$ cat src/rtl/irq_ctrl_pkg.sv
package irq_ctrl_pkg;

  localparam int unsigned DATA_W = 8;

  typedef enum logic [2:0] {
    CFG_IDLE,
    CFG_BASE,
    CFG_CASC,
    CFG_MODE,
    CFG_RUN
  } cfg_state_e;

  typedef enum logic [1:0] {
    RSEL_PEND,
    RSEL_ISR,
    RSEL_CASC
  } rd_sel_e;

  localparam logic [DATA_W-1:0] CMD_EOI       = 8'h20;
  localparam logic [DATA_W-1:0] CMD_READ_PEND = 8'h0A;
  localparam logic [DATA_W-1:0] CMD_READ_ISR  = 8'h0B;
  localparam logic [DATA_W-1:0] CMD_READ_CASC = 8'h0C;

  localparam int unsigned OPEN_BIT     = 4;
  localparam int unsigned AUTO_EOI_BIT = 1;

endpackage

$ cat src/rtl/irq_rst_sync.sv
module irq_rst_sync #(
  parameter int unsigned STAGES = 2
) (
  input  logic clk,
  input  logic rst_n,
  output logic rst_n_sync
);
  logic [STAGES-1:0] chain_q;

  always_ff @(posedge clk or negedge rst_n) begin
    if (!rst_n) chain_q <= '0;
    else        chain_q <= {chain_q[STAGES-2:0], 1'b1};
  end

  assign rst_n_sync = chain_q[STAGES-1];
endmodule

$ cat src/rtl/irq_edge_detect.sv
module irq_edge_detect #(
  parameter int unsigned N_IRQ = 8
) (
  input  logic             clk,
  input  logic             rst_n,
  input  logic [N_IRQ-1:0] lines,
  output logic [N_IRQ-1:0] rise
);
  logic [N_IRQ-1:0] prev_q;

  always_ff @(posedge clk or negedge rst_n) begin
    if (!rst_n) prev_q <= '0;
    else        prev_q <= lines;
  end

  genvar g;
  generate
    for (g = 0; g < N_IRQ; g++) begin : g_edge
      assign rise[g] = lines[g] & ~prev_q[g];
    end
  endgenerate
endmodule

$ cat src/rtl/irq_prio_pick.sv
module irq_prio_pick #(
  parameter int unsigned N_IRQ = 8,
  localparam int unsigned IDX_W = $clog2(N_IRQ)
) (
  input  logic [N_IRQ-1:0] req,
  output logic             any,
  output logic [IDX_W-1:0] idx
);
  always_comb begin
    any = 1'b0;
    idx = '0;
    for (int i = N_IRQ - 1; i >= 0; i--) begin
      if (req[i]) begin
        any = 1'b1;
        idx = IDX_W'(i);
      end
    end
  end
endmodule

$ cat src/rtl/irq_init_fsm.sv
module irq_init_fsm
  import irq_ctrl_pkg::*;
#(
  parameter int unsigned BASE_W = 5
) (
  input  logic              clk,
  input  logic              rst_n,
  input  logic              wr_en,
  input  logic              addr,
  input  logic [DATA_W-1:0] wdata,
  output logic              open_wr,
  output logic              ready,
  output logic [BASE_W-1:0] base_q,
  output logic [DATA_W-1:0] casc_q,
  output logic              auto_eoi_q
);
  cfg_state_e        state_q, state_d;
  logic [BASE_W-1:0] base_d;
  logic [DATA_W-1:0] casc_d;
  logic              auto_d;
  logic              word_wr;

  assign open_wr = wr_en && !addr && wdata[OPEN_BIT];
  assign word_wr = wr_en && addr;
  assign ready   = (state_q == CFG_RUN);

  always_comb begin
    state_d = state_q;
    base_d  = base_q;
    casc_d  = casc_q;
    auto_d  = auto_eoi_q;
    if (open_wr) begin
      state_d = CFG_BASE;
    end else if (word_wr) begin
      unique case (state_q)
        CFG_BASE: begin
          base_d  = wdata[DATA_W-1 -: BASE_W];
          state_d = CFG_CASC;
        end
        CFG_CASC: begin
          casc_d  = wdata;
          state_d = CFG_MODE;
        end
        CFG_MODE: begin
          auto_d  = wdata[AUTO_EOI_BIT];
          state_d = CFG_RUN;
        end
        default: state_d = state_q;
      endcase
    end
  end

  always_ff @(posedge clk or negedge rst_n) begin
    if (!rst_n) begin
      state_q    <= CFG_IDLE;
      base_q     <= '0;
      casc_q     <= '0;
      auto_eoi_q <= 1'b0;
    end else begin
      state_q    <= state_d;
      base_q     <= base_d;
      casc_q     <= casc_d;
      auto_eoi_q <= auto_d;
    end
  end
endmodule

$ cat src/rtl/irq_ctrl_core.sv
module irq_ctrl_core
  import irq_ctrl_pkg::*;
#(
  parameter int unsigned N_IRQ = 8,
  localparam int unsigned IDX_W  = $clog2(N_IRQ),
  localparam int unsigned BASE_W = DATA_W - IDX_W
) (
  input  logic              clk,
  input  logic              rst_n,
  input  logic              addr,
  input  logic              wr_en,
  input  logic [DATA_W-1:0] wdata,
  output logic [DATA_W-1:0] rdata,
  input  logic [N_IRQ-1:0]  irq_in,
  output logic              int_out,
  input  logic              inta,
  output logic [DATA_W-1:0] vector_out
);
  logic              rst_n_sync;
  logic              open_wr, ready, auto_eoi;
  logic [BASE_W-1:0] base_q;
  logic [DATA_W-1:0] casc_q;
  logic [N_IRQ-1:0]  rise;
  logic [N_IRQ-1:0]  mask_q, mask_d, pend_q, pend_d, isr_q, isr_d;
  rd_sel_e           rsel_q, rsel_d;
  logic              req_any, isr_any;
  logic [IDX_W-1:0]  req_idx, isr_idx;
  logic              ack_take, cmd_wr, eoi_wr, mask_wr;

  irq_rst_sync #(.STAGES(2)) u_rst (
    .clk(clk), .rst_n(rst_n), .rst_n_sync(rst_n_sync)
  );

  irq_init_fsm #(.BASE_W(BASE_W)) u_cfg (
    .clk(clk), .rst_n(rst_n_sync), .wr_en(wr_en), .addr(addr),
    .wdata(wdata), .open_wr(open_wr), .ready(ready), .base_q(base_q),
    .casc_q(casc_q), .auto_eoi_q(auto_eoi)
  );

  irq_edge_detect #(.N_IRQ(N_IRQ)) u_edge (
    .clk(clk), .rst_n(rst_n_sync), .lines(irq_in), .rise(rise)
  );

  irq_prio_pick #(.N_IRQ(N_IRQ)) u_pick_req (
    .req(pend_q & ~mask_q), .any(req_any), .idx(req_idx)
  );

  irq_prio_pick #(.N_IRQ(N_IRQ)) u_pick_isr (
    .req(isr_q), .any(isr_any), .idx(isr_idx)
  );

  assign int_out  = ready && req_any && (!isr_any || (req_idx < isr_idx));
  assign ack_take = inta && int_out;
  assign cmd_wr   = ready && wr_en && !addr && !wdata[OPEN_BIT];
  assign eoi_wr   = cmd_wr && (wdata == CMD_EOI);
  assign mask_wr  = ready && wr_en && addr;

  assign vector_out = !inta     ? '0 :
                      ack_take  ? {base_q, req_idx} :
                                  {base_q, {IDX_W{1'b1}}};

  always_comb begin
    mask_d = mask_q;
    pend_d = pend_q;
    isr_d  = isr_q;
    rsel_d = rsel_q;
    if (open_wr) begin
      mask_d = '1;
      pend_d = '0;
      isr_d  = '0;
      rsel_d = RSEL_PEND;
    end else begin
      if (mask_wr) mask_d = wdata[N_IRQ-1:0];
      if (ack_take) pend_d[req_idx] = 1'b0;
      pend_d = pend_d | rise;
      if (eoi_wr && isr_any) isr_d[isr_idx] = 1'b0;
      if (ack_take && !auto_eoi) isr_d[req_idx] = 1'b1;
      if (cmd_wr) begin
        if (wdata == CMD_READ_PEND) rsel_d = RSEL_PEND;
        if (wdata == CMD_READ_ISR)  rsel_d = RSEL_ISR;
        if (wdata == CMD_READ_CASC) rsel_d = RSEL_CASC;
      end
    end
  end

  always_ff @(posedge clk or negedge rst_n_sync) begin
    if (!rst_n_sync) begin
      mask_q <= '1;
      pend_q <= '0;
      isr_q  <= '0;
      rsel_q <= RSEL_PEND;
    end else begin
      mask_q <= mask_d;
      pend_q <= pend_d;
      isr_q  <= isr_d;
      rsel_q <= rsel_d;
    end
  end

  always_comb begin
    if (addr) begin
      rdata = DATA_W'(mask_q);
    end else begin
      unique case (rsel_q)
        RSEL_ISR:  rdata = DATA_W'(isr_q);
        RSEL_CASC: rdata = casc_q;
        default:   rdata = DATA_W'(pend_q);
      endcase
    end
  end
endmodule

$ cat config.mk
export PLATFORM = sky130hd
export DESIGN_NAME = irq_ctrl_core
export DESIGN_NICKNAME = d
export VERILOG_FILES = /design/src/rtl/irq_ctrl_pkg.sv /design/src/rtl/irq_rst_sync.sv /design/src/rtl/irq_edge_detect.sv /design/src/rtl/irq_prio_pick.sv /design/src/rtl/irq_init_fsm.sv /design/src/rtl/irq_ctrl_core.sv
export SDC_FILE = /design/constraint.sdc
export NUM_CORES = 1
export LEC_CHECK = 0
export BUFFER_PORTS_ARGS = -buffer_cell sky130_fd_sc_hd__buf_2
export CORE_MARGIN = 10
export CORE_UTILIZATION = 53
export DETAILED_ROUTE_END_ITERATION = 16
export GPL_TIMING_DRIVEN = 0
export PLACE_DENSITY = 0.82
export SLEW_MARGIN = 10
export SYNTH_ARGS = -nofsm -noshare
export SYNTH_HDL_FRONTEND = slang
export SYNTH_SLANG_ARGS = --single-unit
$ cat constraint.sdc
create_clock -name clk -period 5.31 [get_ports clk]
set_input_delay 0.531 -clock clk [delete_from_list [all_inputs] [get_ports clk]]
set_output_delay 0.531 -clock clk [all_outputs]
set_load 0.01 [all_outputs]
==> impl_metrics.yaml, run 1 <==
worst_setup_path:
  worst-path-max-fanout: 7
  critical_path.startpoint_type: "flip-flop"
  critPathKind: "reg -> out"
  required_ns: 4.78
  crit_arrival_ns: 3.24
  setup.worst_path.end_class: "output port"
timing:
  whs_ns: 0.331
  slew_headroom_pct: 50.9
  fin_crit_ns: 3.78
  fmax_ghz: 0.265
  fin_crit_sh_pct: 71.1
  grt_setup_unrepaired: "no"
  final_max_slew_viol_count: 0
  final.setup.tns_ns: 0
  tightestPinTransition_ns: 0.736
  layout_setup_ws_ns: 1.53
  fin_skew_ns: 0.00936
  finalHoldViolCount: 0
  setup_viol_count_final: 0
logic_synthesis:
  ys_types: 56
  yosys_warnings: 0
  syn_area_per_cell_um2: 9.44
  ys.flop_type: "dfrtp_1"
  ys_seq_area_share_pct: 46.1
  ys_async_sr_fraction_pct: 100
  syn-num-nets: 332
  syn-instance-count: 307
  synth_seq_cells: 53
  synth_edf_count: 0
  netlist_area_um2: 2900
run_status:
  status: "finished clean"
cts:
  post_cts_buffers: 0
  htreeDepth: 2
  cts_buffers: 5
  cts_max_path_buffers: 2
  clk_pin_slew_ns: 0.09
  cts.repair.resized: 0
  cts_sinks: 53
  clock_latency_ns: 0.31
  cts_tree: "yes"
  cts_root_buf: "clkbuf_8"
  hold_buffers: 1
global_route:
  grt_pass1_wl_um: 12600
  grt.overflow.total: 0
  track_usage_pct: 17.7
  grt_max_degree: 33
  grt_pass1_vias: 2576
  grt_antenna_before_repair: 0
floorplanning:
  coreArea_um2: 5200
  start_util_pct: 55.7
  row_count: 26
  die-area_um2: 8820
  io_pins: 38
  die_w_um: 93.9
  fp.dieH_um: 93.9
flow_run:
  cap_violations: 0
cells_and_area:
  multi_input_area_um2: 1490
  seqCellArea_um2: 1340
  fin_nets: 376
  final_cell_mix: "44 x dfrtp_1, 37 x nand2_1, 36 x buf_2, 24 x nor2_1, 22 x o21ai_0"
  layout_commonest_cell: "dfrtp_1"
  utilization_pct: 63.2
  nFillCells: 444
  drive_gt1_share_pct: 23.0
  area_delta_synth_final_pct: 13.5
  fin_cells: 422
  antenna_cells: 0
hold_path:
  worstHoldPathType: "reg -> async"
power:
  ir_drop_v: 0.000202
  p_leak_nw: 1.41
  power.density_nw_per_um2: 356
placed_design:
  place_inst: 413
  dp_hpwl_um: 5740
  pre_cts_ws_ns: 1.90
  numPortBuffers: 35
  gp_congestion: 0.911
detailed_routing:
  drc: 0
  drtIter0Drc: 356
  postRouteAntennaNets: 0
  via_count: 2548
  routed_wl_um: 7620
  drt-vias-per-instance: 6.04
  firstDrtPassIters: 5
  detail_route.wl_per_cell_um: 18.1
## layout make-up
cell class / instances / share of cell area, %
buffer: 13 / 1.75
multi-input combinational: 236 / 45.2
clock buffer: 8 / 2.74
sequential: 53 / 40.7
tap: 70 / 2.66
inverter: 5 / 0.571
timing repair buffer: 37 / 6.47
## worst paths after layout
check                                        end  slack, ns  cells past startpoint              from
worst min-delay path                   pend_q[1]       0.33                      0  u_rst.chain_q[1]
worst min register to register         pend_q[1]       0.33                      0  u_rst.chain_q[1]
worst max-delay path               vector_out[0]       1.53                      8         mask_q[0]
max in group asynchronous              mask_q[1]       4.35                      1  u_rst.chain_q[1]
worst max register to register         pend_q[2]       2.28                      7         mask_q[0]
min in group clk                u_edge.prev_q[2]       0.33                      1         irq_in[2]
## logic make-up (layout without fill, tap and decap cells)
| group | count (synthesis) | count (layout) | synth area share, % |
|---|---|---|---|
| AOI/OAI and AO/OA | 84 | 84 | 18.8 |
| and+or+nand+nor | 132 | 132 | 24.8 |
| buffers and inverters | 18 | 63 | 2.63 |
| adders and majority gates | 4 | 4 | 1.73 |
| other | 1 | 1 | 0.129 |
| muxes | 15 | 15 | 5.79 |
| DFF | 53 | 53 | 46.1 |
## flip-flops by register name, indices dropped and copies added, names as in the netlist
signal,count
u_edge.prev_q,8
u_cfg.state_q,3
isr_q,8
mask_q,8
u_cfg.base_q,5
pend_q,8
u_rst.chain_q,2
rsel_q,2
u_cfg.casc_q,8
u_cfg.auto_eoi_q,1
## Yosys cell counts, drive strengths merged, types with 3 or more instances
library cell / instances / share of area (%)
a21oi: 21 / 3.6
inv: 5 / 0.65
dfstp: 8 / 7.3
ha: 4 / 1.7
o22ai: 4 / 1.1
nor4: 5 / 1.5
o21ai: 24 / 4.1
and3: 3 / 0.65
nor3b: 5 / 1.9
o31ai: 4 / 1.0
nor3: 6 / 1.0
nand3: 9 / 1.6
clkbuf: 11 / 1.4
or2: 3 / 0.73
o31a: 4 / 1.2
nor2: 25 / 3.5
mux2: 14 / 5.4
dfrtp: 45 / 39
a22oi: 8 / 2.1
nand2: 37 / 4.8
and2: 5 / 1.1
o211ai: 5 / 1.3
nor2b: 19 / 4.2
nand2b: 8 / 2.0
## stage by stage
stage | cell area, um2 | total power [mW]
2_1_floorplan | 2900 | 0.825
3_3_place_gp | 3160 | 0.917
3_5_place_dp | 3190 | 0.943
4_1_cts | 3290 | 1.17
5_1_grt | 3290 | 1.24
6_report | 3290 | 1.17
## worst max-delay path, stage by stage, from the launching register on
cell      delay [ns]
dfstp_2         0.55
nor2b_2         0.07
nor4_2          0.56
and2b_1         0.34
ha_1            0.29
a221oi_1        0.46
a21oi_1         0.21
o31a_1          0.33
buf_2           0.14
## per-layer routing
layer | global-route usage (%) | share of wire (%)
met1 | 21.2 | 41
met2 | 31.2 | 51
met3 | 3.12 | 6.3
met4 | 5.70 | 1.2
met5 | 0 | 0
## power breakdown
group | switching, mW | internal (mW) | leakage, nW
clock network | 0.126 | 0.107 | 0.0455
registers | 0.0697 | 0.499 | 0.634
logic | 0.201 | 0.170 | 0.726
Note: power is estimated with default switching activity, not from simulation.
==> run 2: changes to the inputs <==
==> constraint.sdc (replaced) <==
create_clock -name clk -period 3.75 [get_ports clk]
set_input_delay 0.375 -clock clk [delete_from_list [all_inputs] [get_ports clk]]
set_output_delay 0.375 -clock clk [all_outputs]
set_load 0.01 [all_outputs]
==> impl_metrics.yaml, run 2 (synthesized netlist as in run 1, its figures left out) <==
cells_and_area:
  antenna_cells: 0
  finish.instance_area_um2: 3300
  area_delta_synth_final_pct: 14.0
  fin_nets: 376
  drive_gt1_share_pct: 23.3
  layout_commonest_cell: "dfrtp_1"
  final_cell_mix: "44 x dfrtp_1, 37 x nand2_1, 36 x buf_2, 24 x nor2_1, 22 x o21ai_0"
  nFillCells: 440
worst_setup_path:
  r2r-end: "isr_q[3]"
  cpPeakStageDelay_ns: 0.49
  regToRegStartpoint: "pend_q[2]"
  critical_path.startpoint_type: "flip-flop"
  crit_start: "pend_q[2]"
  crit_arrival_ns: 3.07
  r2r_cells: 8
  required_ns: 3.38
  slowest_stage: "a211oi_2"
  crit_family: "compound AO/OA/AOI/OAI gates"
  critPathBufInv: 1
  r2r_slack_ns: 0.77
  path_cells: "nor2b_1 > nor2_1 > a211oi_2 > ha_1 > o21a_1 > o22ai_1 > a21oi_1 > o31a_1 > buf_2"
  critPathKind: "reg -> out"
  setup.worst_path.end_class: "output port"
  worst-path-max-fanout: 7
global_route:
  grt_pass1_wl_um: 12600
  grt_pass1_vias: 2576
  grt_antenna_before_repair: 0
  grt_max_degree: 33
  grt.overflow.total: 0
  track_usage_pct: 17.7
power:
  ir_drop_v: 0.000287
  power.density_nw_per_um2: 505
  p_leak_nw: 1.41
timing:
  final.setup.tns_ns: 0
  finalHoldViolCount: 0
  fin_skew_ns: 0.00952
  tightestPinTransition_ns: 0.736
  grt_setup_unrepaired: "no"
  slew_headroom_pct: 50.9
  fin_crit_sh_pct: 92.0
  fin_crit_ns: 3.45
  fmax_ghz: 0.290
  final_max_slew_viol_count: 0
  setup_viol_count_final: 0
detailed_routing:
  postRouteAntennaNets: 0
  drtIter0Drc: 343
  via_count: 2574
  drc: 0
  routed_wl_um: 7630
  drt-vias-per-instance: 6.10
  firstDrtPassIters: 6
  detail_route.wl_per_cell_um: 18.1
cts:
  htreeDepth: 2
  cts_tree: "yes"
  clock_latency_ns: 0.30
  cts_buffers: 5
  cts_sinks: 53
  cts_root_buf: "clkbuf_8"
  clk_pin_slew_ns: 0.09
  cts_max_path_buffers: 2
  post_cts_buffers: 0
floorplanning:
  die_w_um: 93.9
  start_util_pct: 55.7
  fp.dieH_um: 93.9
  io_pins: 38
  die-area_um2: 8820
  row_count: 26
  coreArea_um2: 5200
placed_design:
  placed_area_um2: 3190
  numPortBuffers: 35
  dp_hpwl_um: 5740
  gp_congestion: 0.911
hold_path:
  worstHoldPathType: "in -> reg"
  hold_depth: 1
  hold_start: "irq_in[2]"
  min_to: "u_edge.prev_q[2]"
run_status:
  status: "finished clean"
flow_run:
  cap_violations: 0
## run 2: cell counts in the layout (fill, tap and decap cells not counted)
No cell type changed its count.
## run 2: per-layer routing
layer	part of all wire (%)	GRT usage (%)
met1	42	21.2
met4	1.6	5.70
met5	0	0
met3	5.5	3.12
met2	51	31.2
## run 2: area by class of cell
| class | instances | area [um2] | area share, % |
|---|---|---|---|
| well taps | 70 | 87.6 | 2.65 |
| inverters | 5 | 18.8 | 0.568 |
| multi-input cells | 236 | 1500 | 45.4 |
| repair buffers | 37 | 213 | 6.44 |
| clock buffers | 8 | 90.1 | 2.73 |
| flip-flops and latches | 53 | 1340 | 40.5 |
| plain buffers | 13 | 57.6 | 1.74 |
## run 2: worst max-delay path by stage
stage                                to  slack, ns  cells after the start
after floorplan           vector_out[0]       0.91                      7
after global placement    vector_out[0]       0.49                      8
after detailed placement  vector_out[0]       0.50                      8
after CTS                 vector_out[0]       0.15                      8
after global routing      vector_out[0]       0.11                      9
final                     vector_out[0]       0.30                      9
## run 2: stage by stage
| stage | power [mW] | setup WS, ns | std cells | util [%] | hold slack (ns) |
|---|---|---|---|---|---|
| finish | 1.67 | 0.301 | 422 | 63.5 | 0.180 |
| global route | 1.76 | 0.112 | 422 | 63.5 | 0.173 |
| CTS | 1.66 | 0.154 | 422 | 63.2 | 0.179 |
| detailed placement | 1.33 | 0.498 | 413 | 61.3 | 0.162 |
| global placement | 1.30 | 0.493 | 412 | 60.7 | 0.160 |
| floorplan | 1.17 | 0.913 | 307 | - | 0.0794 |
## run 2: what timing repair did
action / in CTS / in global routing
hold endpoints to repair: 2 / 0
hold buffers: 1 / 0
endpoints found under the setup margin: 0 / 3
resized for setup: 0 / 2
## run 2: power breakdown
| group | total [mW] | switching (mW) | leakage, nW | internal (mW) |
|---|---|---|---|---|
| logic | 0.535 | 0.289 | 0.730 | 0.246 |
| clock network | 0.327 | 0.176 | 0.0455 | 0.151 |
| registers | 0.807 | 0.100 | 0.634 | 0.707 |
==> run 3: changes to the inputs <==
--- a/config.mk
+++ b/config.mk
@@ -5,12 +5,13 @@
 export SDC_FILE = /design/constraint.sdc
 export NUM_CORES = 1
 export LEC_CHECK = 0
+export ABC_CLOCK_PERIOD_IN_PS = 2800
 export BUFFER_PORTS_ARGS = -buffer_cell sky130_fd_sc_hd__buf_2
 export CORE_MARGIN = 10
-export CORE_UTILIZATION = 53
+export CORE_UTILIZATION = 52
 export DETAILED_ROUTE_END_ITERATION = 16
 export GPL_TIMING_DRIVEN = 0
-export PLACE_DENSITY = 0.82
+export PLACE_DENSITY = 0.84
 export SLEW_MARGIN = 10
 export SYNTH_ARGS = -nofsm -noshare
 export SYNTH_HDL_FRONTEND = slang
==> constraint.sdc (replaced) <==
create_clock -name clk -period 2.8 [get_ports clk]
set_input_delay 0.28 -clock clk [delete_from_list [all_inputs] [get_ports clk]]
set_output_delay 0.28 -clock clk [all_outputs]
set_load 0.01 [all_outputs]
==> impl_metrics.yaml, run 3 (synthesized netlist as in run 1, its figures left out) <==
run_status:
  status: "complete, but fails checks"
  violations: "negative setup slack"
power:
  p_leak_nw: 1.55
  ir_drop_v: 0.000540
  power.density_nw_per_um2: 700
cts:
  htreeDepth: 2
  cts_tree: "yes"
  clock_latency_ns: 0.31
  cts_max_path_buffers: 2
  cts_buffers: 5
  clk_pin_slew_ns: 0.09
  cts_sinks: 53
  cts_root_buf: "clkbuf_8"
detailed_routing:
  detail_route.wl_per_cell_um: 18.8
  drc: 0
  drt-vias-per-instance: 6.23
  drtIter0Drc: 301
  firstDrtPassIters: 5
  via_count: 2752
  postRouteAntennaNets: 0
  routed_wl_um: 8320
global_route:
  track_usage_pct: 18.1
  grt_max_degree: 39
  grt_antenna_before_repair: 0
  grt.overflow.total: 0
  grt_pass1_vias: 2751
  grt_pass1_wl_um: 13000
timing:
  fin_crit_ns: 2.95
  fin_skew_ns: 0.00265
  grt_setup_unrepaired: "yes"
  finalHoldViolCount: 0
  layout_setup_ws_ns: -0.150
  slew_headroom_pct: 50.2
  setup_viol_count_final: 5
  fin_crit_sh_pct: 105
  fmax_ghz: 0.339
  tightestPinTransition_ns: 0.741
  final_max_slew_viol_count: 0
hold_path:
  hold_depth: 1
  hold_start: "irq_in[0]"
  worstHoldPathType: "in -> reg"
  min_to: "u_edge.prev_q[0]"
cells_and_area:
  fin_nets: 394
  final_cell_mix: "44 x dfrtp_1, 37 x nand2_1, 36 x buf_2, 24 x nor2_1, 22 x o21ai_0"
  area_delta_synth_final_pct: 22.7
  utilization_pct: 65.0
  drive_gt1_share_pct: 31.6
  antenna_cells: 0
  layout_commonest_cell: "dfrtp_1"
worst_setup_path:
  cpPeakStageDelay_ns: 0.58
  regToRegStartpoint: "mask_q[4]"
  r2r-end: "isr_q[7]"
  r2r_cells: 9
  r2r_slack_ns: -0.01
  critical_path.startpoint_type: "flip-flop"
  critPathKind: "reg -> out"
  crit_arrival_ns: 2.67
  path_cells: "nor2b_2 > nor4_4 > and2b_2 > ha_4 > a221oi_4 > a21oi_2 > o31a_1 > buf_2"
  critPathBufInv: 1
  slowest_stage: "dfstp_2"
  setup.worst_path.end_class: "output port"
  worst-path-max-fanout: 4
  required_ns: 2.52
  crit_family: "compound AO/OA/AOI/OAI gates"
floorplanning:
  coreArea_um2: 5470
  die_w_um: 94.7
  row_count: 27
  fp.dieH_um: 94.7
  start_util_pct: 52.9
  die-area_um2: 8960
  io_pins: 38
placed_design:
  dp_hpwl_um: 5400
  numPortBuffers: 35
  gp_congestion: 0.942
  pre_cts_ws_ns: -0.420
flow_run:
  cap_violations: 0
## run 3: layout make-up
type / count / area, um2
fill: 405 / 1920
multi-input combinational: 236 / 1610
sequential: 53 / 1340
timing repair buffer: 55 / 340
clock buffer: 7 / 96.3
tap: 72 / 90.1
buffer: 13 / 57.6
inverter: 5 / 18.8
clock inverter: 1 / 5.00
## run 3: worst max-delay path by stage
stage	from	to	slack, ns	cells past startpoint
after global routing	mask_q[7]	vector_out[1]	-0.16	8
after floorplan	mask_q[0]	vector_out[0]	0.06	7
final	mask_q[5]	vector_out[1]	-0.15	8
after global placement	mask_q[0]	vector_out[0]	-0.37	8
after detailed placement	mask_q[2]	vector_out[0]	-0.42	8
after CTS	mask_q[5]	vector_out[1]	-0.06	9
## run 3: repair_timing
item | CTS | global route
hold buffers | 1 | 0
resized for setup | 15 | 7
pin swaps | 13 | 10
endpoints found under the hold margin | 2 | 0
endpoints found under the setup margin | 17 | 17
buffers inserted | 13 | 5
cloned | 0 | 0
## run 3: power by group
part | switching [mW] | internal, mW | leakage, nW | total (mW)
Clock | 0.252 | 0.224 | 0.0542 | 0.476
Combinational | 0.469 | 0.460 | 0.865 | 0.929
Sequential | 0.137 | 0.947 | 0.634 | 1.08
## run 3: routing by layer
layer / global-route usage, % / vias up / part of all wire, %
met5: 0 / - / 0
met4: 10.1 / 0 / 4.7
met3: 3.65 / 43 / 7.6
met2: 29.9 / 194 / 47
met1: 21.6 / 1283 / 41
li1: - / 1232 / -
## run 3: metrics by stage
stage                     instances  setup TNS [ns]  hold WS [ns]  total power, mW  instance area [um2]
after floorplan                 307               0       -0.0156             1.56                 2900
after global placement          414           -2.73        0.0652             1.74                 3160
after detailed placement        415           -3.19        0.0681             1.78                 3180
after CTS                       437          -0.145        0.0749             2.42                 3480
after global routing            442          -0.695        0.0724             2.60                 3560
final                           442          -0.429        0.0740             2.49                 3560
